$ cat src/rtl/acc_alu_pkg.sv
package acc_alu_pkg;

    localparam int DATA_W = 8;

    typedef enum logic [2:0] {
        GRP_UNARY = 3'd0,
        GRP_REG   = 3'd1,
        GRP_LESS  = 3'd2,
        GRP_BIT   = 3'd3,
        GRP_LOGIC = 3'd4,
        GRP_ADDU  = 3'd5,
        GRP_ADDS  = 3'd6,
        GRP_PASS  = 3'd7
    } grp_e;

    typedef enum logic [2:0] {
        UN_ZERO = 3'd0, UN_SHL = 3'd1, UN_SHR = 3'd2, UN_SAR = 3'd3,
        UN_INC  = 3'd4, UN_DEC = 3'd5, UN_NOT = 3'd6, UN_NEG = 3'd7
    } unary_op_e;

    typedef enum logic [2:0] {
        RG_ADD = 3'd0, RG_SUB = 3'd1, RG_AND = 3'd2, RG_OR  = 3'd3,
        RG_XOR = 3'd4, RG_SHL = 3'd5, RG_SHR = 3'd6, RG_SAR = 3'd7
    } reg_op_e;

    typedef enum logic [2:0] {
        BT_ROL = 3'd0, BT_SHL = 3'd1, BT_SHR = 3'd2, BT_SAR = 3'd3,
        BT_CLR = 3'd4, BT_SET = 3'd5, BT_FLIP = 3'd6, BT_PICK = 3'd7
    } bit_op_e;

    typedef struct packed {
        grp_e       grp;
        logic [2:0] op;
    } sel_t;

endpackage

$ cat src/rtl/acc_unary.sv
module acc_unary
    import acc_alu_pkg::*;
#(
    parameter int W = DATA_W
) (
    input  logic [W-1:0] a_i,
    input  unary_op_e    op_i,
    output logic [W-1:0] y_o
);

    always_comb begin
        unique case (op_i)
            UN_ZERO: y_o = '0;
            UN_SHL:  y_o = {a_i[W-2:0], 1'b0};
            UN_SHR:  y_o = {1'b0, a_i[W-1:1]};
            UN_SAR:  y_o = {a_i[W-1], a_i[W-1:1]};
            UN_INC:  y_o = a_i + W'(1);
            UN_DEC:  y_o = a_i - W'(1);
            UN_NOT:  y_o = ~a_i;
            UN_NEG:  y_o = W'(0) - a_i;
            default: y_o = '0;
        endcase
    end

endmodule

$ cat src/rtl/acc_regop.sv
module acc_regop
    import acc_alu_pkg::*;
#(
    parameter int W = DATA_W
) (
    input  logic [W-1:0] a_i,
    input  logic [W-1:0] r_i,
    input  reg_op_e      op_i,
    output logic [W-1:0] y_o,
    output logic [W-1:0] less_o
);

    localparam int SHW = $clog2(W);

    logic           too_far;
    logic [SHW-1:0] amt;

    assign too_far = |r_i[W-1:SHW];
    assign amt     = r_i[SHW-1:0];
    assign less_o  = {{(W-1){1'b0}}, (a_i < r_i)};

    always_comb begin
        unique case (op_i)
            RG_ADD:  y_o = a_i + r_i;
            RG_SUB:  y_o = a_i - r_i;
            RG_AND:  y_o = a_i & r_i;
            RG_OR:   y_o = a_i | r_i;
            RG_XOR:  y_o = a_i ^ r_i;
            RG_SHL:  y_o = too_far ? '0 : (a_i << amt);
            RG_SHR:  y_o = too_far ? '0 : (a_i >> amt);
            RG_SAR:  y_o = too_far ? {W{a_i[W-1]}} : W'($signed(a_i) >>> amt);
            default: y_o = '0;
        endcase
    end

endmodule

$ cat src/rtl/acc_immop.sv
module acc_immop
    import acc_alu_pkg::*;
#(
    parameter int W     = DATA_W,
    parameter int ADDU_W = 7,
    parameter int ADDS_W = 6
) (
    input  logic [W-1:0] a_i,
    input  logic [W-1:0] imm_i,
    input  sel_t         sel_i,
    output logic [W-1:0] y_o
);

    localparam int IDXW = $clog2(W);

    logic [IDXW-1:0] idx;
    logic [W-1:0]    mask;
    logic [2*W-1:0]  spun;
    logic [W-1:0]    bit_y;
    logic [W-1:0]    logic_y;
    logic [W-1:0]    addu_k;
    logic [W-1:0]    adds_k;

    assign idx    = imm_i[IDXW-1:0];
    assign mask   = W'(1) << idx;
    assign spun   = {a_i, a_i} << idx;
    assign addu_k = {{(W-ADDU_W){1'b0}}, imm_i[ADDU_W-1:0]};
    assign adds_k = {{(W-ADDS_W){imm_i[ADDS_W-1]}}, imm_i[ADDS_W-1:0]};

    always_comb begin
        unique case (bit_op_e'(sel_i.op))
            BT_ROL:  bit_y = spun[2*W-1:W];
            BT_SHL:  bit_y = a_i << idx;
            BT_SHR:  bit_y = a_i >> idx;
            BT_SAR:  bit_y = W'($signed(a_i) >>> idx);
            BT_CLR:  bit_y = a_i & ~mask;
            BT_SET:  bit_y = a_i | mask;
            BT_FLIP: bit_y = a_i ^ mask;
            BT_PICK: bit_y = {{(W-1){1'b0}}, a_i[idx]};
            default: bit_y = a_i;
        endcase
    end

    always_comb begin
        case (sel_i.op)
            3'd0:    logic_y = a_i & imm_i;
            3'd1:    logic_y = a_i | imm_i;
            3'd2:    logic_y = a_i ^ imm_i;
            default: logic_y = a_i;
        endcase
    end

    always_comb begin
        case (sel_i.grp)
            GRP_BIT:   y_o = bit_y;
            GRP_LOGIC: y_o = logic_y;
            GRP_ADDU:  y_o = a_i + addu_k;
            GRP_ADDS:  y_o = a_i + adds_k;
            default:   y_o = a_i;
        endcase
    end

endmodule

$ cat src/rtl/acc_alu.sv
module acc_alu
    import acc_alu_pkg::*;
#(
    parameter int W      = DATA_W,
    parameter int ADDU_W = 7,
    parameter int ADDS_W = 6
) (
    input  logic         clk,
    input  logic         rst,
    input  logic [2:0]   grp_i,
    input  logic [2:0]   op_i,
    input  logic [W-1:0] acc_i,
    input  logic [W-1:0] reg_i,
    input  logic [W-1:0] imm_i,
    output logic [W-1:0] result_o
);

    sel_t         sel;
    logic [W-1:0] un_y;
    logic [W-1:0] rg_y;
    logic [W-1:0] lt_y;
    logic [W-1:0] im_y;
    logic [W-1:0] next_acc;
    logic [W-1:0] result_q;

    assign sel.grp = grp_e'(grp_i);
    assign sel.op  = op_i;

    acc_unary #(.W(W)) u_unary (
        .a_i  (acc_i),
        .op_i (unary_op_e'(op_i)),
        .y_o  (un_y)
    );

    acc_regop #(.W(W)) u_regop (
        .a_i    (acc_i),
        .r_i    (reg_i),
        .op_i   (reg_op_e'(op_i)),
        .y_o    (rg_y),
        .less_o (lt_y)
    );

    acc_immop #(.W(W), .ADDU_W(ADDU_W), .ADDS_W(ADDS_W)) u_immop (
        .a_i   (acc_i),
        .imm_i (imm_i),
        .sel_i (sel),
        .y_o   (im_y)
    );

    always_comb begin
        unique case (sel.grp)
            GRP_UNARY: next_acc = un_y;
            GRP_REG:   next_acc = rg_y;
            GRP_LESS:  next_acc = lt_y;
            GRP_PASS:  next_acc = acc_i;
            default:   next_acc = im_y;
        endcase
    end

    always_ff @(posedge clk) begin
        if (rst) result_q <= '0;
        else     result_q <= next_acc;
    end

    assign result_o = result_q;

endmodule

$ cat config.mk
export PLATFORM = sky130hd
export DESIGN_NAME = acc_alu
export DESIGN_NICKNAME = d
export VERILOG_FILES = /design/src/rtl/acc_alu_pkg.sv /design/src/rtl/acc_unary.sv /design/src/rtl/acc_regop.sv /design/src/rtl/acc_immop.sv /design/src/rtl/acc_alu.sv
export SDC_FILE = /design/constraint.sdc
export NUM_CORES = 1
export LEC_CHECK = 0
export ABC_CLOCK_PERIOD_IN_PS = 3400
export BUFFER_PORTS_ARGS = -buffer_cell sky130_fd_sc_hd__buf_2
export CAP_MARGIN = 10
export CORE_ASPECT_RATIO = 0.9
export CORE_MARGIN = 4
export CORE_UTILIZATION = 50
export CTS_BUF_LIST = sky130_fd_sc_hd__clkbuf_4
export DETAILED_ROUTE_END_ITERATION = 8
export GPL_ROUTABILITY_DRIVEN = 1
export PLACE_DENSITY_LB_ADDON = 0.3
export SLEW_MARGIN = 20
export SYNTH_ARGS = -nofsm -noshare
export SYNTH_HDL_FRONTEND = slang
export SYNTH_SLANG_ARGS = --single-unit
export TNS_END_PERCENT = 5
$ cat constraint.sdc
create_clock -name clk -period 3.4 [get_ports clk]
set_clock_uncertainty 0.15 [all_clocks]
set_input_delay 0.17 -clock clk [delete_from_list [all_inputs] [get_ports clk]]
set_output_delay 0.17 -clock clk [all_outputs]
set_load 0.005 [all_outputs]
==> impl_metrics.csv, run 1 <==
group,metric,value,unit
outcome,run_status,"finished clean",
min_path,hp-class,"in2reg",
logic_synthesis,syn_avg_cell_area,7.07,µm²
pwr,power.total,0.000959,W
logic_synthesis,ys_async_sr_fraction,0,%
routing,antenna_left,0,
placed_design,dpl_cell_area,5360,µm²
logic_synthesis,ys_top_cells_by_count,"73 x nand2_1, 68 x nor2_1, 66 x ha_1",
final_layout,nets,843,
grt,grt_start_max_net_pins,61,
routing,viasPerCell,7.02,
logic_synthesis,ys.flop_type,"dfxtp_1",
placed_design,hpwl,14800,µm
floorplan,fp-row-count,34,
floorplan,initial_core_util,52.0,%
final_layout,drive_gt1_share,15.6,%
logic_synthesis,synth_area,5090,µm²
critical_path,slowest_stage,"or4_1",
logic_synthesis,synth_warnings,0,
grt,grt-ovfl-total,0,
clocking,cts_resized,0,
clocking,max-clock-path-buffers,2,
logic_synthesis,synth_edf_count,0,
grt,grt_pass1_wl,31800,µm
pwr,p_leak,2.27,nW
critical_path,required,3.43,ns
timing,slew_viol_final,0,
logic_synthesis,syn_inst,720,
timing,min_period,2.76,ns
pwr,ir_worst_vdd,0.000148,V
logic_synthesis,yosysMostFrequentCell,"nand2_1",
clocking,clkTransAtPathRegs,0.06,ns
critical_path,cp-end-kind,"flip-flop",
logic_synthesis,synth_seq_cells,8,
routing,num_vias,6073,
critical_path,start_kind,"input pin",
critical_path,crit_path_max_incr_delay,0.45,ns
placed_design,place_congestion,0.967,
routing,drt_iter0_markers,920,
routing,drt-total-wl,20800,µm
routing,route.detailed.drc,0,
logic_synthesis,synth_area_leaders,"ha_1 16%, a21oi_1 6.3%, o21ai_0 6.0%, nand2_1 5.4%, nor2_1 5.0%",
timing,fmax,0.362,GHz
timing,slew_headroom,37.2,%
timing,worst_pin_slew,0.919,ns
critical_path,critPathKind,"in2reg",
final_layout,area_growth,5.70,%
logic_synthesis,yosys.area.top_type,"ha_1",
logic_synthesis,ys_types,89,
clocking,h-tree-depth,1,
critical_path,worstPathCellList,"buf_2 > nor2b_1 > buf_4 > nand2_1 > inv_1 > fa_1 > a21o_1 > a21oi_1 > nor2b_1 > or4_1 > and3_1 > a221oi_2 > a2bb2oi_1",
routing,firstDrtPassIters,6,
grt,grt_pass1_vias,5500,
timing,setup_tns,0,ns
critical_path,cpMostUsedCell,"nor2b_1",
pwr,p_per_area,178,nW/µm²
logic_synthesis,yosysSeqAreaShare,3.14,%
grt,grt.total_usage,33.6,%
final_layout,final_area,5380,µm²
grt,antenna_found_initial,0,
final_layout,n_antenna_cell,0,
clocking,cts_tree,"done",
clocking,cts.hold.buffers_added,0,
floorplan,dieArea,11900,µm²
min_path,holdPathEnd,"result_o[7]",
floorplan,io_pins,40,
placed_design,io_buffers,39,
job,max_cap_viol_count,0,
clocking,cts_buffers,3,
clocking,root_buffer,"clkbuf_4",
floorplan,dieHeight,104,µm
timing,rsz0062_at_grt,"false",
clocking,postCtsSetupBuffers,0,
clocking,cts.sinks,8,
timing,hold_viol_final,0,
final_layout,largest_reg_flops,8,
floorplan,die_x,114,µm
critical_path,arrival,2.80,ns
logic_synthesis,syn_nets,822,
timing,fin_crit_sh,81.2,%
logic_synthesis,synth_top_area_share,16.2,%
routing,wl_per_cell,24.1,µm
min_path,holdPathStages,2,
floorplan,coreArea,9780,µm²
timing,setup_viol,0,
min_path,holdCritStartpoint,"rst",
critical_path,path_max_fanout,8,
==> final cells by class <==
class / instances / area (µm²)
Tap cell: 126 / 158
Timing Repair Buffer: 68 / 425
Multi-Input combinational cell: 623 / 4480
Fill cell: 996 / 4400
Sequential cell: 8 / 160
Inverter: 37 / 139
Clock buffer: 3 / 22.5
==> metal layers <==
layer	routed length (µm)	track usage, %
met5	0	0
met4	681	9.41
met3	2640	7.81
met2	8700	48.0
met1	8830	49.8
==> worst max-delay path by stage <==
stage                 start          end  slack [ns]
finish              op_i[2]  result_o[6]        0.64
global route        op_i[2]  result_o[6]        0.55
CTS                 op_i[2]  result_o[6]        0.69
detailed placement  op_i[2]  result_o[6]        0.43
global placement    op_i[2]  result_o[6]        0.50
floorplan           op_i[2]  result_o[6]        0.69
==> report_power, final <==
part | leakage (nW) | switching [W] | internal [W]
clock network | 0.0138 | 0.0000353 | 0.0000406
registers | 0.0664 | 0.00000322 | 0.000103
logic | 2.19 | 0.000489 | 0.000288
total | 2.27 | 0.000527 | 0.000432
==> placed cells by master (no fill, tap or decap), types with 4 or more instances in the layout <==
master | netlist | routed
a32oi_1 | 5 | 5
nand2b_1 | 14 | 14
a21oi_1 | 64 | 64
o21ai_0 | 61 | 61
o31ai_1 | 4 | 4
a221oi_1 | 8 | 8
o221ai_1 | 6 | 6
a211oi_1 | 13 | 13
inv_2 | 5 | 5
ha_1 | 66 | 66
inv_1 | 30 | 30
nand3_1 | 14 | 14
a2bb2oi_1 | 4 | 4
fa_1 | 4 | 4
dfxtp_1 | 8 | 8
nor4_1 | 4 | 4
buf_2 | 19 | 39
nor2_2 | 4 | 4
o211ai_1 | 15 | 15
mux4_2 | 9 | 9
nand4_1 | 7 | 7
o311a_1 | 4 | 4
a21o_1 | 8 | 8
mux2i_1 | 16 | 16
nor2b_1 | 12 | 12
and3_1 | 4 | 4
xnor2_1 | 20 | 20
nand2_1 | 73 | 73
a211o_1 | 4 | 4
nor3_1 | 16 | 16
o22ai_1 | 12 | 12
buf_4 | 2 | 28
nor2_1 | 68 | 68
xor2_1 | 6 | 6
a2111oi_0 | 5 | 5
==> cell families (layout without fill, tap and decap cells) <==
kind of cell	Yosys count	after routing	synth area share (%)
XOR/XNOR	26	26	4.47
AND/OR/NAND/NOR	239	239	23.1
AO/OA/AOI/OAI	260	260	34.5
adder cells (fa/ha/maj)	70	70	17.8
flip-flops	8	8	3.14
buffers and inverters	89	108	8.92
multiplexers	28	28	8.08
==> critical path: cells and delay by family <==
kind | cells | cell delay [ns]
compound gates | 4 | 0.87
fa+ha+maj | 1 | 0.43
simple gates | 5 | 0.92
buf+inv | 3 | 0.40
==> metrics by stage <==
step	instances	util, %	hold slack [ns]	setup slack (ns)
3_3_place_gp	862	54.8	0.377	0.498
2_1_floorplan	720	-	0.284	0.690
6_report	865	55.0	0.111	0.639
5_1_grt	865	55.0	0.107	0.551
3_5_place_dp	862	54.8	0.377	0.431
4_1_cts	865	55.0	0.105	0.691
Power figures use the tool's default switching activity.
==> inputs of run 2 (changes only) <==
- ABC_AREA: default -> 1
- ABC_CLOCK_PERIOD_IN_PS: 3400 -> 2750
- clock period: 3.4 -> 2.75 ns (I/O delays scaled with it)
==> impl_metrics.csv, run 2 <==
group,metric,value,unit
floorplan,coreArea,9170,µm²
clocking,cts_resized,0,
floorplan,io_pins,40,
final_layout,multi_input_area,4090,µm²
logic_synthesis,synth_top_family_by_area,"simple AND/OR/NAND/NOR gates",
final_layout,n_antenna_cell,0,
logic_synthesis,ys.flop_type,"dfxtp_1",
timing,min_period,2.21,ns
clocking,max-clock-path-buffers,2,
final_layout,layout_common_cells,"292 x nand2_1, 97 x nand3_1, 95 x nor2_1",
pwr,switching_share,57.1,%
timing,setup_tns,0,ns
placed_design,place_ws,0.353,ns
final_layout,final_common_cell,"nand2_1",
logic_synthesis,syn_nets,1004,
critical_path,required,2.76,ns
clocking,clkTransAtPathRegs,0.06,ns
logic_synthesis,ys_types,36,
final_layout,fill_cells,989,
logic_synthesis,synthAdderAreaFrac,19.1,%
min_path,holdCritStartpoint,"rst",
min_path,hp-class,"in2reg",
clocking,h-tree-depth,1,
min_path,holdPathStages,4,
grt,antenna_found_initial,0,
critical_path,cp-end-kind,"flip-flop",
final_layout,largest_reg_flops,8,
pwr,p_per_area,203,nW/µm²
critical_path,start_kind,"input pin",
outcome,run_status,"finished clean",
routing,firstDrtPassIters,6,
placed_design,io_buffers,39,
logic_synthesis,yosys.area.top_type,"nand2_1",
timing,hold_ws,0.111,ns
grt,grt_pass1_vias,5591,
timing,rsz0062_at_grt,"false",
routing,drt_iter0_markers,736,
pwr,netSwitchingPower,0.000608,W
timing,slew_viol_final,0,
final_layout,regArea,160,µm²
pwr,seqPwrFrac,12.4,%
logic_synthesis,yosysSeqAreaShare,3.38,%
logic_synthesis,yosysMostFrequentCell,"nand2_1",
critical_path,arrival,2.22,ns
clocking,root_buffer,"clkbuf_4",
routing,drt-total-wl,17600,µm
logic_synthesis,synth_area_leaders,"nand2_1 23%, ha_1 17%, nand3_1 10%, a21oi_1 7.8%, nor2_1 7.5%",
grt,grt-ovfl-total,0,
clocking,postCtsSetupBuffers,0,
placed_design,place_congestion,1.06,
pwr,comb_power_share,78.3,%
routing,antenna_left,0,
grt,grt.total_usage,30.9,%
floorplan,die_x,111,µm
timing,slew_headroom,67.6,%
routing,route.detailed.drc,0,
pwr,pwr-share-clk,9.3,%
timing,hold_viol_final,0,
timing,worst_pin_slew,0.484,ns
logic_synthesis,synth_edf_count,0,
min_path,holdPathEnd,"result_o[4]",
grt,grt_pass1_wl,28300,µm
timing,fin_crit_sh,80.2,%
critical_path,crit_path_max_incr_delay,0.36,ns
clocking,cts_tree,"done",
job,max_cap_viol_count,0,
logic_synthesis,synthMuxAreaShare,0,%
grt,grt_start_max_net_pins,20,
pwr,ir_worst_vdd,0.000130,V
final_layout,nets,1053,
critical_path,cpMostUsedCell,"nand2_1",
final_layout,area_growth,10.5,%
logic_synthesis,ys_top_cells_by_count,"292 x nand2_1, 97 x nand3_1, 95 x nor2_1",
placed_design,hpwl,14100,µm
routing,wl_per_cell,16.4,µm
routing,num_vias,6268,
logic_synthesis,synth_seq_cells,8,
critical_path,worstPathCellList,"buf_2 > inv_1 > nand3_1 > inv_1 > fa_1 > nand2_1 > a21boi_0 > o21ai_0 > nand3_1 > nand2_1 > a21oi_1 > nand2_1 > nand2_1 > nor2_1",
floorplan,dieArea,11100,µm²
logic_synthesis,synthXorXnorAreaFrac,1.11,%
critical_path,path_max_fanout,13,
logic_synthesis,yosys.area_share.simple,46.6,%
logic_synthesis,synth_warnings,0,
critical_path,slowest_stage,"inv_1",
logic_synthesis,ys_async_sr_fraction,0,%
floorplan,fp-row-count,33,
logic_synthesis,synth_compound_area_share,19.4,%
clocking,cts.hold.buffers_added,0,
logic_synthesis,synth_top_area_share,23.1,%
final_layout,drive_gt1_share,9.17,%
pwr,power.internal,0.000457,W
logic_synthesis,syn_avg_cell_area,5.26,µm²
logic_synthesis,syn_inst,902,
critical_path,critPathKind,"in2reg",
routing,viasPerCell,5.85,
pwr,power.total,0.00107,W
clocking,cts.sinks,8,
timing,setup_viol,0,
pwr,p_leak,2.79,nW
timing,worst_slack,0.544,ns
floorplan,initial_core_util,51.7,%
clocking,cts_buffers,3,
floorplan,dieHeight,100,µm
timing,fmax,0.453,GHz
logic_synthesis,synth_area,4740,µm²
## run 2: cell types whose count changed after synthesis, sizes merged, moves of 11 or more
cell    before  now
nand2       74  293
nand2b      15    0
nor3        18    6
nand4        7   21
nand3       14   97
mux2i       16    0
nor2b       13    0
nor2        73   99
inv         35   90
a211oi      13    2
clkbuf      26    9
xnor2       20    1
## run 2: final cells by class
class / count / share of cell area, %
inverter: 96 / 6.88
tap: 122 / 2.91
timing repair buffer: 72 / 8.69
sequential: 8 / 3.06
multi-input combinational: 770 / 78.0
clock buffer: 3 / 0.430
## run 2: logic make-up (layout without fill, tap and decap cells)
| kind of cell | count (synthesis) | after routing |
|---|---|---|
| xor gates and xnor gates | 6 | 6 |
| AOI/OAI and AO/OA | 166 | 166 |
| buffers and inverters | 124 | 171 |
| and+or+nand+nor | 528 | 528 |
| DFF | 8 | 8 |
| adders and majority gates | 70 | 70 |
## run 2: worst max-delay path by stage
stage | slack [ns] | cells after the start | endpoint | start
detailed placement | 0.35 | 14 | result_o[4] | op_i[1]
finish | 0.54 | 14 | result_o[4] | op_i[1]
CTS | 0.62 | 14 | result_o[4] | op_i[1]
floorplan | 0.66 | 12 | result_o[6] | acc_i[5]
global placement | 0.40 | 14 | result_o[4] | op_i[1]
global route | 0.38 | 15 | result_o[7] | op_i[1]
## run 2: per-stage QoR
| step | cell area (µm²) | instances | utilization, % |
|---|---|---|---|
| after floorplan | 4740 | 902 | - |
| after global placement | 5220 | 1068 | 56.9 |
| after detailed placement | 5220 | 1068 | 56.9 |
| after CTS | 5240 | 1071 | 57.2 |
| after global routing | 5240 | 1071 | 57.2 |
| final | 5240 | 1071 | 57.2 |
## run 2: metal layers
layer  wire [µm]  track usage (%)  vias up
li1            -                -     3077
met1        7310             43.1     2743
met2        7630             49.4      397
met3        2150             4.58       51
met4         497             9.56        0
met5           0                0        -
## run 2: power groups by stage
stage                      clock, W  sequential [W]  combinational, W
after floorplan                   0        0.000133          0.000542
after CTS                 0.0000977        0.000132          0.000809
final                     0.0000992        0.000132          0.000834
after global placement            0        0.000134          0.000804
after detailed placement          0        0.000134          0.000806
after global routing       0.000105        0.000132          0.000928
## run 2: critical path: cells and delay by family
kind / cells / cell delay [ns]
AOI/OAI and AO/OA: 3 / 0.54
adders and majority gates: 1 / 0.33
buffers and inverters: 3 / 0.65
and+or+nand+nor: 7 / 0.56
